File: config.mk
export PLATFORM = sky130hd
export DESIGN_NAME = store_queue_wb
export DESIGN_NICKNAME = d
export VERILOG_FILES = /design/src/rtl/sq_pkg.sv /design/src/rtl/sq_ptr_ctrl.sv /design/src/rtl/sq_entry_bank.sv /design/src/rtl/sq_wb_sel.sv /design/src/rtl/store_queue_wb.sv
export SDC_FILE = /design/constraint.sdc
export NUM_CORES = 2
export LEC_CHECK = 0
export BUFFER_PORTS_ARGS = -buffer_cell sky130_fd_sc_hd__buf_2
export CORE_MARGIN = 4
export CORE_UTILIZATION = 39
export DETAILED_ROUTE_END_ITERATION = 7
export SLEW_MARGIN = 20
export SYNTH_ARGS = -nofsm -noshare
export SYNTH_HDL_FRONTEND = slang
export SYNTH_HIERARCHICAL = 1
export SYNTH_SLANG_ARGS = --single-unit
File: constraint.sdc
create_clock -name clk -period 8.24 [get_ports clk]
set_input_delay 1.236 -clock clk [delete_from_list [all_inputs] [get_ports clk]]
set_output_delay 1.236 -clock clk [all_outputs]
set_load 0.05 [all_outputs]
File: src/rtl/sq_pkg.sv
// Shared types for the store queue: the per-slot status flags.
package sq_pkg;

    typedef struct packed {
        logic valid;      // slot holds a store
        logic filled;     // address, size and data are present
        logic committed;  // store has committed
        logic can_wb;     // store may be sent to the cache
        logic completed;  // write confirmed by memory
        logic split;      // access crosses a line boundary
    } sq_flags_t;

    localparam sq_flags_t SQ_FLAGS_NEW = '{valid: 1'b1, filled: 1'b0, committed: 1'b0,
                                           can_wb: 1'b0, completed: 1'b0, split: 1'b0};

endpackage

File: src/rtl/sq_ptr_ctrl.sv
// Pointer and counter control of the store queue.
// Keeps head (oldest held), writeback (next to send) and tail (next free)
// pointers, the held count and the count of committed stores not yet sent.
// Assumes completions arrive in issue order and SLOTS >= 2.
module sq_ptr_ctrl #(
    parameter int SLOTS = 8,
    localparam int IDX_W = $clog2(SLOTS),
    localparam int CNT_W = $clog2(SLOTS + 1)
) (
    input  logic             clk,
    input  logic             rst_n,
    input  logic             alloc_ok,
    input  logic             issue_fire,
    input  logic             wr_done,
    input  logic             squash_do,
    input  logic [CNT_W-1:0] kept_cnt,
    input  logic [CNT_W-1:0] commit_cnt,
    output logic [IDX_W-1:0] head_ptr,
    output logic [IDX_W-1:0] wb_ptr,
    output logic [IDX_W-1:0] tail_ptr,
    output logic [CNT_W-1:0] store_cnt,
    output logic [CNT_W-1:0] towb_cnt,
    output logic             full,
    output logic             ack_ok
);

    localparam logic [CNT_W:0] SLOTS_W = (CNT_W + 1)'(SLOTS);

    // Advance a slot index by one with wrap-around.
    function automatic logic [IDX_W-1:0] bump(input logic [IDX_W-1:0] p);
        return (p == IDX_W'(SLOTS - 1)) ? '0 : p + IDX_W'(1);
    endfunction

    // Add a count to a slot index with wrap-around.
    function automatic logic [IDX_W-1:0] wrap_add(input logic [IDX_W-1:0] p,
                                                  input logic [CNT_W-1:0] n);
        logic [CNT_W:0] s;
        s = (CNT_W + 1)'(p) + (CNT_W + 1)'(n);
        if (s >= SLOTS_W) s = s - SLOTS_W;
        return IDX_W'(s);
    endfunction

    // A completion is honoured only while a sent store is outstanding.
    assign ack_ok = wr_done && (wb_ptr != head_ptr);

    // One slot stays spare, so full is reported one slot early.
    assign full = (store_cnt >= CNT_W'(SLOTS - 1));

    // Head moves on a completion, writeback pointer on a handshake.
    always_ff @(posedge clk) begin
        if (!rst_n) begin
            head_ptr <= '0;
            wb_ptr   <= '0;
        end else begin
            if (ack_ok)     head_ptr <= bump(head_ptr);
            if (issue_fire) wb_ptr   <= bump(wb_ptr);
        end
    end

    // Tail and held count follow allocation, squash and completion.
    always_ff @(posedge clk) begin
        if (!rst_n) begin
            tail_ptr  <= '0;
            store_cnt <= '0;
        end else if (squash_do) begin
            tail_ptr  <= wrap_add(head_ptr, kept_cnt);
            store_cnt <= kept_cnt - CNT_W'(ack_ok);
        end else begin
            if (alloc_ok) tail_ptr <= bump(tail_ptr);
            store_cnt <= store_cnt + CNT_W'(alloc_ok) - CNT_W'(ack_ok);
        end
    end

    // Waiting count rises on commit and falls on each accepted request.
    always_ff @(posedge clk) begin
        if (!rst_n) towb_cnt <= '0;
        else        towb_cnt <= towb_cnt + commit_cnt - CNT_W'(issue_fire);
    end

endmodule

File: src/rtl/sq_entry_bank.sv
// Slot storage of the store queue.
// Each slot keeps a sequence number, address, size, data and status flags.
// Decodes allocation, execute, commit, squash and release per slot and
// reports how many slots commit and how many survive a squash.
// Assumes held sequence numbers rise in program order.
module sq_entry_bank import sq_pkg::*; #(
    parameter int SLOTS      = 8,
    parameter int SEQ_W      = 16,
    parameter int ADDR_W     = 32,
    parameter int DATA_BYTES = 16,
    parameter int LINE_BYTES = 16,
    localparam int IDX_W  = $clog2(SLOTS),
    localparam int CNT_W  = $clog2(SLOTS + 1),
    localparam int SIZE_W = $clog2(DATA_BYTES + 1),
    localparam int DATA_W = 8 * DATA_BYTES,
    localparam int OFF_W  = $clog2(LINE_BYTES)
) (
    input  logic              clk,
    input  logic              rst_n,
    input  logic              alloc_we,
    input  logic [IDX_W-1:0]  alloc_idx,
    input  logic [SEQ_W-1:0]  alloc_seq,
    input  logic              exec_valid,
    input  logic [IDX_W-1:0]  exec_idx,
    input  logic [ADDR_W-1:0] exec_addr,
    input  logic [SIZE_W-1:0] exec_size,
    input  logic [DATA_W-1:0] exec_data,
    input  logic              commit_do,
    input  logic [SEQ_W-1:0]  commit_seq,
    input  logic              squash_do,
    input  logic [SEQ_W-1:0]  squash_seq,
    input  logic              free_we,
    input  logic [IDX_W-1:0]  free_idx,
    output sq_flags_t         flags_o [SLOTS],
    output logic [ADDR_W-1:0] addr_o  [SLOTS],
    output logic [SIZE_W-1:0] size_o  [SLOTS],
    output logic [DATA_W-1:0] data_o  [SLOTS],
    output logic [CNT_W-1:0]  commit_cnt_o,
    output logic [CNT_W-1:0]  kept_cnt_o
);

    logic             exec_split;
    logic [SLOTS-1:0] valid_v;
    logic [SLOTS-1:0] drop_v;
    logic [SLOTS-1:0] commit_v;

    // Line-crossing test for the incoming execute write.
    always_comb exec_split = (int'(exec_addr[OFF_W-1:0]) + int'(exec_size)) > LINE_BYTES;

    for (genvar i = 0; i < SLOTS; i++) begin : g_slot
        sq_flags_t         fl_q;
        logic [SEQ_W-1:0]  seq_q;
        logic [ADDR_W-1:0] addr_q;
        logic [SIZE_W-1:0] size_q;
        logic [DATA_W-1:0] data_q;
        logic              hit_alloc;
        logic              hit_exec;
        logic              hit_free;

        assign hit_alloc   = alloc_we && (alloc_idx == IDX_W'(i));
        assign hit_exec    = exec_valid && (exec_idx == IDX_W'(i)) && fl_q.valid
                             && !(fl_q.committed && fl_q.filled);
        assign hit_free    = free_we && (free_idx == IDX_W'(i));
        assign commit_v[i] = commit_do && fl_q.valid && !fl_q.committed && (seq_q < commit_seq);
        assign drop_v[i]   = squash_do && fl_q.valid && !fl_q.committed && (seq_q > squash_seq);
        assign valid_v[i]  = fl_q.valid;

        // Slot state update: allocate, drop on squash, or apply release/execute/commit.
        always_ff @(posedge clk) begin
            if (!rst_n) begin
                fl_q   <= '0;
                seq_q  <= '0;
                addr_q <= '0;
                size_q <= '0;
                data_q <= '0;
            end else if (hit_alloc) begin
                fl_q  <= SQ_FLAGS_NEW;
                seq_q <= alloc_seq;
            end else if (drop_v[i]) begin
                fl_q.valid <= 1'b0;
            end else begin
                if (hit_free) begin
                    fl_q.valid     <= 1'b0;
                    fl_q.completed <= 1'b1;
                end
                if (hit_exec) begin
                    addr_q      <= exec_addr;
                    size_q      <= exec_size;
                    data_q      <= exec_data;
                    fl_q.filled <= 1'b1;
                    fl_q.split  <= exec_split;
                end
                if (commit_v[i]) begin
                    fl_q.committed <= 1'b1;
                    fl_q.can_wb    <= 1'b1;
                end
            end
        end

        assign flags_o[i] = fl_q;
        assign addr_o[i]  = addr_q;
        assign size_o[i]  = size_q;
        assign data_o[i]  = data_q;
    end

    assign commit_cnt_o = CNT_W'($countones(commit_v));
    assign kept_cnt_o   = CNT_W'($countones(valid_v & ~drop_v));

endmodule

File: src/rtl/sq_wb_sel.sv
// Write request selection of the store queue.
// Presents the slot under the writeback pointer to the cache port and
// raises valid only when that store is committed, filled and unconfirmed.
module sq_wb_sel import sq_pkg::*; #(
    parameter int SLOTS      = 8,
    parameter int ADDR_W     = 32,
    parameter int DATA_BYTES = 16,
    localparam int IDX_W  = $clog2(SLOTS),
    localparam int SIZE_W = $clog2(DATA_BYTES + 1),
    localparam int DATA_W = 8 * DATA_BYTES
) (
    input  logic [IDX_W-1:0]  wb_ptr,
    input  sq_flags_t         flags_i [SLOTS],
    input  logic [ADDR_W-1:0] addr_i  [SLOTS],
    input  logic [SIZE_W-1:0] size_i  [SLOTS],
    input  logic [DATA_W-1:0] data_i  [SLOTS],
    output logic              wr_valid,
    output logic [ADDR_W-1:0] wr_addr,
    output logic [SIZE_W-1:0] wr_size,
    output logic [DATA_W-1:0] wr_data,
    output logic              wr_split
);

    sq_flags_t cur;

    // Read the slot under the writeback pointer and decide eligibility.
    always_comb begin
        cur      = flags_i[wb_ptr];
        wr_valid = cur.valid && cur.committed && cur.can_wb && cur.filled && !cur.completed;
        wr_addr  = addr_i[wb_ptr];
        wr_size  = size_i[wb_ptr];
        wr_data  = data_i[wb_ptr];
        wr_split = cur.split;
    end

endmodule

File: src/rtl/store_queue_wb.sv
// Store queue with writeback pointer, top level.
// Allocates stores in program order, collects their execute data, marks them
// committed, sends them to the cache one at a time and releases each slot on
// its write confirmation. A squash pulls the tail back over uncommitted stores.
// Assumes in-order write confirmations and rising sequence numbers.
module store_queue_wb import sq_pkg::*; #(
    parameter int SLOTS      = 8,
    parameter int SEQ_W      = 16,
    parameter int ADDR_W     = 32,
    parameter int DATA_BYTES = 16,
    parameter int LINE_BYTES = 16,
    localparam int IDX_W  = $clog2(SLOTS),
    localparam int CNT_W  = $clog2(SLOTS + 1),
    localparam int SIZE_W = $clog2(DATA_BYTES + 1),
    localparam int DATA_W = 8 * DATA_BYTES
) (
    input  logic              clk,
    input  logic              rst_n,
    input  logic              alloc_valid_i,
    input  logic [SEQ_W-1:0]  alloc_seq_i,
    output logic              alloc_ok_o,
    output logic [IDX_W-1:0]  alloc_idx_o,
    input  logic              exec_valid_i,
    input  logic [IDX_W-1:0]  exec_idx_i,
    input  logic [ADDR_W-1:0] exec_addr_i,
    input  logic [SIZE_W-1:0] exec_size_i,
    input  logic [DATA_W-1:0] exec_data_i,
    input  logic              commit_valid_i,
    input  logic [SEQ_W-1:0]  commit_seq_i,
    input  logic              squash_valid_i,
    input  logic [SEQ_W-1:0]  squash_seq_i,
    output logic              wr_valid_o,
    input  logic              wr_ready_i,
    output logic [ADDR_W-1:0] wr_addr_o,
    output logic [SIZE_W-1:0] wr_size_o,
    output logic [DATA_W-1:0] wr_data_o,
    output logic              wr_split_o,
    input  logic              wr_done_i,
    output logic [CNT_W-1:0]  store_cnt_o,
    output logic              full_o,
    output logic [CNT_W-1:0]  towb_cnt_o,
    output logic              has_wb_o
);

    logic [IDX_W-1:0]  head_ptr;
    logic [IDX_W-1:0]  wb_ptr;
    logic [IDX_W-1:0]  tail_ptr;
    logic [CNT_W-1:0]  kept_cnt;
    logic [CNT_W-1:0]  commit_cnt;
    logic              ack_ok;
    logic              issue_fire;
    logic              commit_do;
    sq_flags_t         slot_flags [SLOTS];
    logic [ADDR_W-1:0] slot_addr  [SLOTS];
    logic [SIZE_W-1:0] slot_size  [SLOTS];
    logic [DATA_W-1:0] slot_data  [SLOTS];

    // Squash wins over allocation and commit in the same cycle.
    assign alloc_ok_o  = alloc_valid_i && !full_o && !squash_valid_i;
    assign commit_do   = commit_valid_i && !squash_valid_i;
    assign issue_fire  = wr_valid_o && wr_ready_i;
    assign alloc_idx_o = tail_ptr;
    assign has_wb_o    = (towb_cnt_o != '0);

    sq_ptr_ctrl #(.SLOTS(SLOTS)) u_ptr (
        .clk        (clk),
        .rst_n      (rst_n),
        .alloc_ok   (alloc_ok_o),
        .issue_fire (issue_fire),
        .wr_done    (wr_done_i),
        .squash_do  (squash_valid_i),
        .kept_cnt   (kept_cnt),
        .commit_cnt (commit_cnt),
        .head_ptr   (head_ptr),
        .wb_ptr     (wb_ptr),
        .tail_ptr   (tail_ptr),
        .store_cnt  (store_cnt_o),
        .towb_cnt   (towb_cnt_o),
        .full       (full_o),
        .ack_ok     (ack_ok)
    );

    sq_entry_bank #(
        .SLOTS(SLOTS), .SEQ_W(SEQ_W), .ADDR_W(ADDR_W),
        .DATA_BYTES(DATA_BYTES), .LINE_BYTES(LINE_BYTES)
    ) u_bank (
        .clk          (clk),
        .rst_n        (rst_n),
        .alloc_we     (alloc_ok_o),
        .alloc_idx    (tail_ptr),
        .alloc_seq    (alloc_seq_i),
        .exec_valid   (exec_valid_i),
        .exec_idx     (exec_idx_i),
        .exec_addr    (exec_addr_i),
        .exec_size    (exec_size_i),
        .exec_data    (exec_data_i),
        .commit_do    (commit_do),
        .commit_seq   (commit_seq_i),
        .squash_do    (squash_valid_i),
        .squash_seq   (squash_seq_i),
        .free_we      (ack_ok),
        .free_idx     (head_ptr),
        .flags_o      (slot_flags),
        .addr_o       (slot_addr),
        .size_o       (slot_size),
        .data_o       (slot_data),
        .commit_cnt_o (commit_cnt),
        .kept_cnt_o   (kept_cnt)
    );

    sq_wb_sel #(.SLOTS(SLOTS), .ADDR_W(ADDR_W), .DATA_BYTES(DATA_BYTES)) u_sel (
        .wb_ptr   (wb_ptr),
        .flags_i  (slot_flags),
        .addr_i   (slot_addr),
        .size_i   (slot_size),
        .data_i   (slot_data),
        .wr_valid (wr_valid_o),
        .wr_addr  (wr_addr_o),
        .wr_size  (wr_size_o),
        .wr_data  (wr_data_o),
        .wr_split (wr_split_o)
    );

endmodule

# After elaboration in Yosys (flattened, before gate mapping)

Cells that the tools add are included.

Bitwise operators: 20
Equal/unequal tests: 23
$add $sub $neg: 25
Order comparisons: 20
Reductions and logical operators: 177
Multiplexer cells: 83

Operators with widths:

| cell                                                           | count |
|---|---|
| binary-select mux 128 bit (select 3 bit)                       | 1 |
| 2-to-1 mux 128 bit                                             | 2 |
| greater-than comparator 16 bit                                 | 8 |
| < comparator 16 bit                                            | 8 |
| logical AND 1 bit                                              | 105 |
| binary-select mux 32 bit (select 3 bit)                        | 1 |
| 2-to-1 mux 32 bit                                              | 2 |
| 2-to-1 mux 6 bit                                               | 10 |
| 2-to-1 mux 5 bit                                               | 10 |
| AND reduction 2 bit                                            | 24 |
| 2-to-1 mux 1 bit                                               | 40 |
| == test 3 bit, second input constant                           | 13 |
| greater-than comparator 32 x 6 -> 1 bit, second input constant | 1 |
| adder 4 bit                                                    | 7 |
| AND reduction 3 bit                                            | 8 |
| nonzero test 3 bit                                             | 8 |
| logical NOT 1 bit                                              | 19 |
| binary-select mux 6 bit (select 3 bit)                         | 1 |
| == test 3 x 2 -> 1 bit, second input constant                  | 6 |
| 2-to-1 mux 3 bit                                               | 6 |
| NOT 1 bit                                                      | 17 |
| adder 1 x 1 -> 2 bit                                           | 8 |
| 2-to-1 mux 2 bit                                               | 8 |
| OR reduction 2 bit                                             | 8 |
| other kinds (19)                                               | 27 |

Bits in registers: 1505
Output and inout bits: 181
Input port bits: 224
Word-level logic and storage cells: 425

# Logic depth before layout (Yosys ltp)

Word-level depth: 12
Depth in mapped cells: 22
Gate-level depth less buffers: 22

# Modules after synthesis

The synthesis kept the hierarchy.

Modules (own cells, without submodules):

| module         | sequential area each (um2) | cells an instance | area an instance (um2) | times used |
|---|---|---|---|---|
| sq_entry_bank  | 29788.6                    | 5974              | 59503.3                | 1 |
| sq_wb_sel      | 0.0                        | 613               | 10099.7                | 1 |
| sq_ptr_ctrl    | 340.3                      | 139               | 1241.2                 | 1 |
| store_queue_wb | 0.0                        | 4                 | 27.5                   | 1 |

# Worst setup path before layout

No wires, ideal clock.

Path type: in2reg
Start: input commit_seq_i[6]
End: register u_ptr.towb_cnt[3]
Data required time: 8.109 ns
Stages on the path: 20
Setup time: 0.131 ns
Path slack: 2.223 ns
Data arrival time: 5.885 ns
Path buffers: 0
Cells stage by stage: inv_1 > ha_1 > a21o_1 > a221oi_1 > o21ai_0 > a211o_1 > fa_1 > fa_1 > fa_1 > inv_1 > ha_1 > fa_1 > xor2_1 > inv_1 > ha_1 > inv_1 > ha_1 > a21oi_1 > nand3_1 > nor3b_1

Cells in the longest elaborated chain, start to end: 7
Elaborated cells on any way between the ends: 25
Classes of those cells: add/sub (9); order compare (8); reduce/logical (8)

RTL lines:

| item                                       | RTL line             | RTL |
|---|---|---|
| start: declaration                         | store_queue_wb.sv:29 | `input logic [SEQ_W-1:0] commit_seq_i,` |
| < comparator 16 bit                        | sq_entry_bank.sv:64  | `assign commit_v[i] = commit_do && fl_q.valid && !fl_q.committed && (seq_q < commit_seq);` |
| logical AND 1 bit                          | sq_entry_bank.sv:64  |  |
| adder 1 x 1 -> 2 bit (not written as such) | sq_entry_bank.sv:106 | `assign commit_cnt_o = CNT_W'($countones(commit_v));` |
| adder 4 bit (not written as such)          | sq_entry_bank.sv:106 |  |
| adder 4 bit (not written as such) *        | sq_entry_bank.sv:106 |  |
| named net commit_cnt[2]                    | store_queue_wb.sv:49 | `logic [CNT_W-1:0] commit_cnt;` |
| adder 4 bit *                              | sq_ptr_ctrl.sv:77    | `else towb_cnt <= towb_cnt + commit_cnt - CNT_W'(issue_fire);` |
| subtractor 4 x 1 -> 4 bit *                | sq_ptr_ctrl.sv:77    |  |
| end signal: assignment                     | sq_ptr_ctrl.sv:77    |  |
| end: declaration                           | sq_ptr_ctrl.sv:22    | `output logic [CNT_W-1:0] towb_cnt,` |

The timed path passes the listed nets; every way through them passes the cells marked *.
A chain may end at the register's enable or synchronous reset.

# Worst setup path in the final report

Start: input squash_seq_i[1]
End: register u_ptr.tail_ptr[2]

Cells in the longest elaborated chain, start to end: 11
Elaborated cells on any way between the ends: 30
Classes of those cells: add/sub (9); order compare (9); mux (2); bitwise (2); reduce/logical (8)

RTL lines:

| item                                                                             | RTL line             | RTL |
|---|---|---|
| start: declaration                                                               | store_queue_wb.sv:31 | `input logic [SEQ_W-1:0] squash_seq_i,` |
| greater-than comparator 16 bit                                                   | sq_entry_bank.sv:65  | `assign drop_v[i] = squash_do && fl_q.valid && !fl_q.committed && (seq_q > squash_seq);` |
| logical AND 1 bit                                                                | sq_entry_bank.sv:65  |  |
| NOT 8 bit *                                                                      | sq_entry_bank.sv:107 | `assign kept_cnt_o = CNT_W'($countones(valid_v & ~drop_v));` |
| bitwise AND 8 bit *                                                              | sq_entry_bank.sv:107 |  |
| adder 1 x 1 -> 2 bit (not written as such)                                       | sq_entry_bank.sv:107 |  |
| adder 4 bit (not written as such)                                                | sq_entry_bank.sv:107 |  |
| adder 4 bit (not written as such) *                                              | sq_entry_bank.sv:107 |  |
| named net kept_cnt[1]                                                            | store_queue_wb.sv:48 | `logic [CNT_W-1:0] kept_cnt;` |
| adder 3 x 4 -> 5 bit *                                                           | sq_ptr_ctrl.sv:38    | `s = (CNT_W + 1)'(p) + (CNT_W + 1)'(n);` |
| >= comparator 5 x 4 -> 1 bit / subtractor 3 x 1 -> 3 bit (equally long branches) | sq_ptr_ctrl.sv:39    | `if (s >= SLOTS_W) s = s - SLOTS_W;` |
| 2-to-1 mux 3 bit *                                                               | sq_ptr_ctrl.sv:39    |  |
| 2-to-1 mux 3 bit *                                                               | sq_ptr_ctrl.sv:65    | `end else if (squash_do) begin` |
| end signal: assignment                                                           | sq_ptr_ctrl.sv:66    | `tail_ptr <= wrap_add(head_ptr, kept_cnt);` |
| end signal: assignment                                                           | sq_ptr_ctrl.sv:69    | `if (alloc_ok) tail_ptr <= bump(tail_ptr);` |
| end: declaration                                                                 | sq_ptr_ctrl.sv:20    | `output logic [IDX_W-1:0] tail_ptr,` |

Marks and branches as above.

==> impl_results.html <==
<table>
<tr><th>Metric</th><th>Value</th></tr>
<tr><th colspan="2">Critical path</th></tr>
<tr><td>Critical path startpoint category</td><td>input pin</td></tr>
<tr><td>Critical path capture point type</td><td>flop</td></tr>
<tr><td>Maximum fanout along the worst path</td><td>8</td></tr>
<tr><td>Cell with the largest stage delay on the worst path</td><td>a31oi_1</td></tr>
<tr><td>Highest cell delay on the worst timing path</td><td>0.68 ns</td></tr>
<tr><td>CP Cell Sequence</td><td>buf_2, inv_1, ha_1, nor2b_1, o211ai_1, a2111o_1, a31oi_1, nor2b_1, fa_1, inv_1, fa_1, inv_1, fa_1, ha_1, inv_1, fa_1, inv_1, inv_1, fa_1, xnor2_1, xnor2_1, a21oi_1</td></tr>
<tr><td>Worst setup path start</td><td>squash_seq_i[1]</td></tr>
<tr><td>Type of the worst setup path</td><td>in2reg</td></tr>
<tr><td>Worst Path Required</td><td>8.93 ns</td></tr>
<tr><td>Worst R2R Start</td><td>u_bank/g_slot[1].seq_q[15]</td></tr>
<tr><td>Dominant cell type by count on the critical path</td><td>inv_1</td></tr>
<tr><td>Gate family responsible for the most delay along the worst path</td><td>adder cells</td></tr>
<tr><td>Worst path bufs/invs</td><td>7</td></tr>
<tr><td>CP arrival</td><td>6.73 ns</td></tr>
<tr><th colspan="2">Finish</th></tr>
<tr><td>Final instance count without filler cells</td><td>9,433</td></tr>
<tr><td>Number of nets in the layout</td><td>7,426</td></tr>
<tr><td>Area of the multi-input gates</td><td>0.03802 mm²</td></tr>
<tr><td>Total area of sequential cells</td><td>0.03014 mm²</td></tr>
<tr><td>Fill cell count</td><td>16,920</td></tr>
<tr><td>Most common cell after layout, fill and taps aside</td><td>nand2_1</td></tr>
<tr><td>Area growth syn-to-layout</td><td>13.33%</td></tr>
<tr><td>Share of post-route cells with drive strength above 1</td><td>0.1830</td></tr>
<tr><td>Most used cells in the layout excluding fill and tap cells</td><td>nand2_1 (1,826), dfxtp_1 (1,502), mux2i_1 (1,329)</td></tr>
<tr><th colspan="2">Floorplanning</th></tr>
<tr><td>Number of rows created at floorplan</td><td>156</td></tr>
<tr><td>Die boundary width</td><td>434.3 µm</td></tr>
<tr><td>Die outline height</td><td>434.3 µm</td></tr>
<tr><td>Core footprint</td><td>0.1807 mm²</td></tr>
<tr><td>Num ports</td><td>405</td></tr>
<tr><td>Initial cell density of the core</td><td>0.3921</td></tr>
<tr><td>Die area</td><td>0.1886 mm²</td></tr>
<tr><th colspan="2">Routing</th></tr>
<tr><td>Via density per instance</td><td>5.343</td></tr>
<tr><td>Iteration-0 DRC count of the detailed router</td><td>3,205</td></tr>
<tr><td>Detailed-route wire length per cell</td><td>21.30 µm</td></tr>
<tr><td>Via total after detailed routing</td><td>50,400</td></tr>
<tr><td>DRC violation count after routing</td><td>0</td></tr>
<tr><td>Post-Route WL</td><td>200,900 µm</td></tr>
<tr><td>Number of nets with antenna violations after detailed routing</td><td>0</td></tr>
<tr><td>Detailed Routing Iterations Pass 1</td><td>5</td></tr>
<tr><th colspan="2">STA</th></tr>
<tr><td>Max frequency</td><td>165.5 MHz</td></tr>
<tr><td>Final-report setup violation count</td><td>0</td></tr>
<tr><td>Slew @ Worst Pin</td><td>1.050 ns</td></tr>
<tr><td>Total negative setup slack</td><td>0 ns</td></tr>
<tr><td>Minimum hold slack</td><td>0.4527 ns</td></tr>
<tr><td>Final worst setup slack</td><td>2.198 ns</td></tr>
<tr><td>Setup repair after global routing missed its margin</td><td>no</td></tr>
<tr><td>Portion of the clock cycle consumed by the worst path in the final layout</td><td>0.7332</td></tr>
<tr><td>Final worst clock skew</td><td>0.04198 ns</td></tr>
<tr><td>Final critical path time including I/O delays and setup</td><td>6.042 ns</td></tr>
<tr><td>Headroom to the max-slew limit</td><td>0.2980</td></tr>
<tr><td>Final max-slew violation count</td><td>0</td></tr>
<tr><td>Final hold violation count</td><td>0</td></tr>
<tr><th colspan="2">Placed design</th></tr>
<tr><td>Worst-case setup slack after placement</td><td>1.434 ns</td></tr>
<tr><td>Port Buf Inserts</td><td>404</td></tr>
<tr><td>Estimated wirelength of the detail-placed design</td><td>122,700 µm</td></tr>
<tr><td>Placed Cells incl. Taps</td><td>9,111</td></tr>
<tr><td>GP Congestion</td><td>0.8985</td></tr>
<tr><th colspan="2">Synth</th></tr>
<tr><td>Post-Synth XOR/XNOR Area</td><td>0.001801</td></tr>
<tr><td>Post-Syn Area</td><td>0.07087 mm²</td></tr>
<tr><td>Post-synthesis sequential element count</td><td>1,505</td></tr>
<tr><td>Avg Inst Size Synth</td><td>10.53 µm²</td></tr>
<tr><td>Adder-Cell Fraction of Synth Area</td><td>0.05247</td></tr>
<tr><td>Number of warnings printed during yosys synthesis</td><td>6</td></tr>
<tr><td>Post-Synthesis Cells</td><td>6,730</td></tr>
<tr><td>Cell type contributing the most total cell area after synthesis</td><td>dfxtp_1</td></tr>
<tr><td>Post-synth EDFFs</td><td>0</td></tr>
<tr><td>Fraction of synthesized area in multiplexers</td><td>0.3201</td></tr>
<tr><td>Main combinational cell family by area after synthesis</td><td>multiplexers</td></tr>
<tr><td>Compound-Gate Fraction of Synth Area</td><td>0.03976</td></tr>
<tr><td>Post-synth cell types</td><td>73</td></tr>
<tr><td>Flip-flop cell with the highest count after synthesis</td><td>dfxtp_1</td></tr>
<tr><td>Leading cell types by total area after synthesis</td><td>dfxtp_1 (43%), mux2i_1 (19%), mux4_2 (11%)</td></tr>
<tr><td>Async SR Flop Fraction</td><td>0</td></tr>
<tr><td>Portion of the post-synthesis area used by sequential elements</td><td>0.4251</td></tr>
<tr><td>Syn Nets</td><td>7,244</td></tr>
<tr><td>Share of the synthesized area in the top cell type</td><td>0.4251</td></tr>
<tr><td>Simple-gate portion of the synthesized area</td><td>0.1213</td></tr>
<tr><th colspan="2">Clock network</th></tr>
<tr><td>Post-cts gate resize count</td><td>0</td></tr>
<tr><td>Max clock buf depth</td><td>3</td></tr>
<tr><td>Clock Pin Slew Worst Setup and Hold Paths</td><td>0.06 ns</td></tr>
<tr><td># H-tree levels</td><td>4</td></tr>
<tr><td>CTS buffer count</td><td>169</td></tr>
<tr><td>CTS tree</td><td>built</td></tr>
<tr><td>Post CTS Setup Buffer Count</td><td>0</td></tr>
<tr><td>Count of hold-fix buffers inserted at cts</td><td>0</td></tr>
<tr><td>Buffer cell driving the clock tree root</td><td>clkbuf_16</td></tr>
<tr><td>Number of clock sinks</td><td>1,505</td></tr>
<tr><td>Insertion delay to the later sink of the worst-skew pair</td><td>0.82 ns</td></tr>
<tr><th colspan="2">Flow run</th></tr>
<tr><td>Reported max-cap violation count</td><td>0</td></tr>
<tr><th colspan="2">Power</th></tr>
<tr><td>P per Cell Area</td><td>198.2 mW/mm²</td></tr>
<tr><td>Leakage component of the power</td><td>31.16 nW</td></tr>
<tr><td>Maximum VDD drop</td><td>0.1578 mV</td></tr>
<tr><th colspan="2">Global routing</th></tr>
<tr><td>Number of global-route vias before repair</td><td>51,360</td></tr>
<tr><td>GRT Residual Overflow</td><td>0</td></tr>
<tr><td>GRT Util Overall</td><td>0.2077</td></tr>
<tr><td>Maximum number of pins on one net before global-route repair</td><td>204</td></tr>
<tr><td>Number of antenna violations at the first check in global routing</td><td>24</td></tr>
<tr><td>Global-route wire length before repair</td><td>306,400 µm</td></tr>
<tr><th colspan="2">Status</th></tr>
<tr><td>Status</td><td>complete, no violations</td></tr>
<tr><th colspan="2">Worst hold path</th></tr>
<tr><td>Hold path startpoint</td><td>u_bank/g_slot[7].data_q[108]</td></tr>
<tr><td>Hold Path Class</td><td>reg2reg</td></tr>
</table>
## routing by layer
| metal | track usage | share of wire | up-vias |
|---|---|---|---|
| met1 | 0.2701 | 0.44 | 25080 |
| met4 | 0.06748 | 0.029 | 0 |
| li1 | - | - | 23970 |
| met2 | 0.3528 | 0.48 | 1041 |
| met3 | 0.03216 | 0.043 | 309 |
| met5 | 0 | 0 | - |
## layout make-up
cell class                 instances  area share
multi-input combinational       4666      0.4733
sequential                      1505      0.3753
clock buffer                     240     0.06150
timing repair buffer             482     0.03695
tap                             2370     0.03692
clock inverter                    72     0.01159
inverter                          88    0.004113
antenna                           10   0.0003116
## flip-flops by register name, indices dropped and copies added, names as in the netlist
| register | count |
|---|---|
| u_ptr/towb_cnt | 4 |
| u_bank/g_slot.seq_q | 128 |
| u_ptr/store_cnt | 4 |
| u_ptr/tail_ptr | 3 |
| u_bank/g_slot.data_q | 1024 |
| u_ptr/head_ptr | 3 |
| u_bank/g_slot.addr_q | 256 |
| u_ptr/wb_ptr | 3 |
| u_bank/flags_o | 40 |
| u_bank/g_slot.size_q | 40 |
## cell usage after synthesis (35+ instances only)
cell and n:
clkbuf_1 248, o21ai_0 46, ha_1 278, a21boi_0 137, nand2_1 1827, dfxtp_1 1505, buf_4 35, mux4_2 333
nand4_1 43, inv_1 88, nor2_1 52, buf_2 108, a21oi_1 110, mux2_2 166, mux2i_1 1329, nand3_1 37
## tightest hold or removal path, cell delays in order, from the launching register on
cell and delay [ns]:
dfxtp_1 0.31, nand2_1 0.05, mux2i_1 0.05
## metrics by stage
| step | power (mW) | area, µm² | utilization |
|---|---|---|---|
| after CTS | 16.14 | 80290 | 0.4442 |
| after global placement | 8.150 | 74420 | 0.4117 |
| after detailed placement | 8.168 | 74420 | 0.4117 |
| after global routing | 16.49 | 80310 | 0.4443 |
| final | 15.92 | 80320 | 0.4444 |
| after floorplan | 7.925 | 70870 | - |
## power breakdown
group / internal [mW] / leakage, nW / switching, mW
logic: 0.197 / 16.1 / 0.487
clock network: 4.70 / 2.90 / 3.20
registers: 7.30 / 12.1 / 0.0276
total: 12.2 / 31.2 / 3.71
## kinds of logic after synthesis
group / count (synthesis)
DFF: 1505
xor gates and xnor gates: 13
and+or+nand+nor: 2116
AOI/OAI and AO/OA: 418
muxes: 1829
adders and majority gates: 290
buffers and inverters: 559
## worst paths after layout
path / endpoint / slack, ns / cells past startpoint
max: u_ptr/tail_ptr[2] / 2.20 / 22
max reg2reg: u_ptr/tail_ptr[2] / 2.59 / 19
min: u_bank/g_slot[7].data_q[108] / 0.45 / 2
min reg2reg: u_bank/g_slot[7].data_q[108] / 0.45 / 2
No activity file was read; power rests on OpenSTA's default activity.
